--- src/rtl/mrc_pkg.sv ---
// Package: shared state encoding for the memory request controller.
// Assumes two state bits are enough for the four states; idle is zero.
package mrc_pkg;
    typedef enum logic [1:0] {
        ST_IDLE    = 2'd0,
        ST_WR_WAIT = 2'd1,
        ST_WR_ACK  = 2'd2,
        ST_RD_ACK  = 2'd3
    } mrc_state_e;
endpackage

--- src/rtl/mrc_arbiter.sv ---
// Module: mrc_arbiter
// Picks at most one request to serve. Write wins over read.
// Assumes 'enable' is high only in idle with no clear or reset.
module mrc_arbiter (
    input  logic enable,
    input  logic wr_req,
    input  logic rd_req,
    output logic grant_wr,
    output logic grant_rd
);
    // Fixed-priority grant: a write always masks a read.
    always_comb begin
        grant_wr = enable & wr_req;
        grant_rd = enable & rd_req & ~wr_req;
    end
endmodule

--- src/rtl/mrc_state_reg.sv ---
// Module: mrc_state_reg
// Holds the controller state and computes the next state from the grants.
// Assumes the grants are already qualified by idle, clear and reset.
module mrc_state_reg
    import mrc_pkg::*;
(
    input  logic       clk,
    input  logic       rst_n,
    input  logic       clr,
    input  logic       grant_wr,
    input  logic       grant_rd,
    output mrc_state_e state_q
);
    mrc_state_e state_d;

    // Next-state selection: idle branches on grants, other states step forward.
    always_comb begin
        case (state_q)
            ST_IDLE:    state_d = grant_wr ? ST_WR_WAIT :
                                  (grant_rd ? ST_RD_ACK : ST_IDLE);
            ST_WR_WAIT: state_d = ST_WR_ACK;
            default:    state_d = ST_IDLE;
        endcase
    end

    // State register with synchronous reset and synchronous clear.
    always_ff @(posedge clk) begin
        if (!rst_n || clr) begin
            state_q <= ST_IDLE;
        end else begin
            state_q <= state_d;
        end
    end
endmodule

--- src/rtl/mrc_out_decode.sv ---
// Module: mrc_out_decode
// Turns the state and the idle grant into the three memory-side outputs.
// Assumes 'hold' is high during clear or reset and forces the rest pattern.
module mrc_out_decode
    import mrc_pkg::*;
(
    input  mrc_state_e state_q,
    input  logic       hold,
    input  logic       any_grant,
    output logic       addr_latch,
    output logic       rw_n,
    output logic       ack
);
    // Output decode: strobe from the grant, the rest from the state alone.
    always_comb begin
        addr_latch = any_grant & ~hold;
        rw_n       = hold | (state_q != ST_WR_ACK);
        ack        = ~hold & ((state_q == ST_WR_ACK) | (state_q == ST_RD_ACK));
    end
endmodule

--- src/rtl/mem_req_ctl.sv ---
// Module: mem_req_ctl (top)
// Memory request controller. Accepts write/read pulses in idle, strobes the
// address at once, then runs a write (wait, ack with rw_n low) or a read
// (ack with rw_n high). Assumes single-cycle request pulses from the client.
module mem_req_ctl
    import mrc_pkg::*;
(
    input  logic clk,
    input  logic rst_n,
    input  logic clr,
    input  logic wr_req,
    input  logic rd_req,
    output logic addr_latch,
    output logic rw_n,
    output logic ack
);
    mrc_state_e state_q;
    logic       hold;
    logic       in_idle;
    logic       grant_wr;
    logic       grant_rd;

    // Qualifiers: clear or reset hold the outputs; idle gates new requests.
    always_comb begin
        hold    = clr | ~rst_n;
        in_idle = (state_q == ST_IDLE);
    end

    mrc_arbiter u_arb (
        .enable   (in_idle & ~hold),
        .wr_req   (wr_req),
        .rd_req   (rd_req),
        .grant_wr (grant_wr),
        .grant_rd (grant_rd)
    );

    mrc_state_reg u_state (
        .clk      (clk),
        .rst_n    (rst_n),
        .clr      (clr),
        .grant_wr (grant_wr),
        .grant_rd (grant_rd),
        .state_q  (state_q)
    );

    mrc_out_decode u_dec (
        .state_q    (state_q),
        .hold       (hold),
        .any_grant  (grant_wr | grant_rd),
        .addr_latch (addr_latch),
        .rw_n       (rw_n),
        .ack        (ack)
    );
endmodule

--- config.mk ---
export PLATFORM = sky130hd
export DESIGN_NAME = mem_req_ctl
export DESIGN_NICKNAME = d
export VERILOG_FILES = /design/src/rtl/mrc_pkg.sv /design/src/rtl/mrc_arbiter.sv /design/src/rtl/mrc_state_reg.sv /design/src/rtl/mrc_out_decode.sv /design/src/rtl/mem_req_ctl.sv
export SDC_FILE = /design/constraint.sdc
export NUM_CORES = 1
export LEC_CHECK = 0
export ABC_AREA = 1
export BUFFER_PORTS_ARGS = -buffer_cell sky130_fd_sc_hd__buf_4
export CORE_AREA = 4 4 41 43
export CTS_CLUSTER_DIAMETER = 150
export DETAILED_ROUTE_END_ITERATION = 8
export DIE_AREA = 0 0 45 47
export HOLD_SLACK_MARGIN = 0.05
export SYNTH_ARGS = -nofsm -noshare
export SYNTH_HDL_FRONTEND = slang
export SYNTH_SLANG_ARGS = --single-unit
--- constraint.sdc ---
create_clock -name clk -period 0.8 [get_ports clk]
set_input_delay 0 -clock clk [delete_from_list [all_inputs] [get_ports clk]]
set_output_delay 0 -clock clk [all_outputs]
set_load 0.05 [all_outputs]
==> impl_metrics.json <==
{
  "cts_tree": "done",
  "critPathRequiredTime_ps": 800,
  "drive_gt1_share_pct": 81.5,
  "grt_max_degree": 4,
  "setup_slack_ps": -130,
  "slew_headroom_pct": 87.5,
  "ir_drop_v": 0.000995,
  "synth_warnings": 0,
  "hold_path_class": "in -> reg",
  "die_x_microns": 45,
  "synthDistinctLibCells": 9,
  "max_freq_mhz": 1080,
  "htree_levels": 1,
  "grt.overflow.total": 0,
  "wl_met2_microns": 102,
  "arrival_ps": 930,
  "synth_fa_ha_area_share_pct": 0,
  "status": "finished, violations left",
  "largest_reg_flops": 2,
  "routedWlPerCell_microns": 7.00,
  "post-route-min-period_ps": 930,
  "routed_wl_microns": 294,
  "cts_max_path_buffers": 2,
  "vias_per_cell": 3.07,
  "synthTopCellsByArea": "dfxtp_1 (36%), nand2_2 (11%), nor2_1 (10%), nor2_4 (10%), nand3_2 (9.1%)",
  "synth_area_sq_um": 110,
  "dr.pass1.iters": 2,
  "cp_max_fo": 3,
  "cts_buffers": 3,
  "rrSetupSlack_ps": 170,
  "maxCapViolCount": 0,
  "portBuffers": 7,
  "violations": "setup timing",
  "utilization_pct": 21.3,
  "final-setup-viol-count": 3,
  "hold_viol_final": 0,
  "multiInputGateArea_sq_um": 78.8,
  "row_count": 13,
  "synth_area_per_cell_sq_um": 7.34,
  "clock_latency_ps": 220,
  "crit_slowest_cell": "dfxtp_2",
  "largestRegisters": "u_state.state_q (2)",
  "tightestPinTransition_ps": 188,
  "pre_cts_slack_ps": 13.7,
  "met3WireLength_microns": 55,
  "synth_top_cell_by_area": "dfxtp_1",
  "fin_setup_tns_ps": -336,
  "synth_compound_area_share_pct": 9.09,
  "start_util_pct": 8.46,
  "antenna_found_initial": 0,
  "drt_iter0_drc": 1,
  "p_per_area_nw_per_um2": 1540,
  "grt_pass1_wl_microns": 496,
  "vias": 129,
  "clock-sinks": 2,
  "dieArea_sq_um": 2120,
  "synth.ff_latch_count": 2,
  "fin_area_sq_um": 277,
  "path_cells": "inv_4, nand3_4, nor2_4, buf_8",
  "yosys.area_share.simple_pct": 40.9,
  "seqCellArea_sq_um": 42.5,
  "layout.nets": 34,
  "synth_top_family_by_area": "simple AND/OR/NAND/NOR gates",
  "cts-root-buf": "clkbuf_4",
  "ioPinCount": 8,
  "grt_usage_pct": 3.78,
  "ys_seq_area_share_pct": 36.4,
  "finalMaxSlewViolations": 0,
  "rsz0062_at_grt": "true",
  "yosysTopAreaCellShare_pct": 36.4,
  "chipHeight_microns": 47,
  "synth_nets": 20,
  "critPathLaunchType": "register",
  "detail-route-antenna-nets": 0,
  "wl_met1_microns": 137,
  "synthMuxAreaShare_pct": 0,
  "period_share_pct": 116,
  "criticalPathCategory": "reg -> out",
  "globalplace.congestion": 0.634,
  "max_stage_delay_ps": 310,
  "synth_cells": 15,
  "top_layer_used": "met3",
  "p_leak_nw": 0.118,
  "drc": 0,
  "synth_xor_area_share_pct": 0,
  "fillCellCount": 151,
  "n_antenna_cell": 0,
  "top_register": "u_state.state_q",
  "syn_to_final_growth_pct": 151,
  "grt_pass1_vias": 127,
  "core-area_sq_um": 1300,
  "place_area_sq_um": 203,
  "clk_pin_slew_ps": 30,
  "clock-skew-final_ps": 1.57,
  "worstSetupEndpointType": "primary output"
}
==> final cells by class <==
cell class	instances	area share (%)
clock buffer	3	8.14
inverter	4	6.33
multi-input combinational	9	28.5
sequential	2	15.4
tap	15	6.79
timing repair buffer	9	34.8
==> cells in the mapped netlist <==
master / count
nor2_1: 3
dfxtp_1: 2
inv_1: 2
inv_2: 2
nand2_2: 2
a21oi_1: 1
nand3_2: 1
nor2_4: 1
o21ai_1: 1
==> metrics by stage <==
step,std cells,hold WS (ps),power [mW]
after floorplan,15,142,0.156
after global placement,38,248,0.187
after detailed placement,38,252,0.187
after CTS,42,48.9,0.431
after global routing,42,74.7,0.462
final,42,52.5,0.425
==> power by group <==
| group | internal (mW) | total [mW] | switching (mW) |
|---|---|---|---|
| Combinational | 0.0472 | 0.0990 | 0.0518 |
| Sequential | 0.107 | 0.110 | 0.00339 |
| Clock | 0.165 | 0.216 | 0.0512 |
| Total | 0.319 | 0.425 | 0.106 |
==> cells by family (layout without fill, tap and decap cells) <==
logic type	Yosys count	after routing
and+or+nand+nor	7	7
buffers and inverters	4	16
AOI/OAI and AO/OA	2	2
DFF	2	2
==> final timing paths <==
kind | to | depth (start not counted) | startpoint
min reg2reg | u_state.state_q[1] | 2 | u_state.state_q[0]
max | addr_latch | 4 | u_state.state_q[1]
max reg2reg | u_state.state_q[0] | 3 | u_state.state_q[1]
min | u_state.state_q[0] | 3 | rd_req
==> critical path: cells and delay by family, from the launching register on <==
kind          cells  cell delay, ps
buf+inv           2             220
simple gates      2             180
flops             1             310
==> placed cells by master, fill, tap and decap left out, drive strengths merged <==
master,count
o21ai,1
nand3,1
nand2,2
dlygate4sd3,1
clkbuf,3
dfxtp,2
nor2,4
a21oi,1
inv,4
buf,8
==> layer usage <==
layer  vias up  global-route usage [%]
li1         69                       -
met1        50                    4.29
met2        10                    3.67
met3         0                    4.98
met4         0                    1.75
met5         -                       0
==> timing repair <==
item / in CTS / in global routing
resized for setup: 9 / 3
endpoints found under the hold margin: 1 / 0
buffers inserted: 0 / 0
pin swaps: 3 / 2
setup endpoints to repair: 3 / 3
hold buffers: 1 / 0
(Power assumes the default switching activity.)
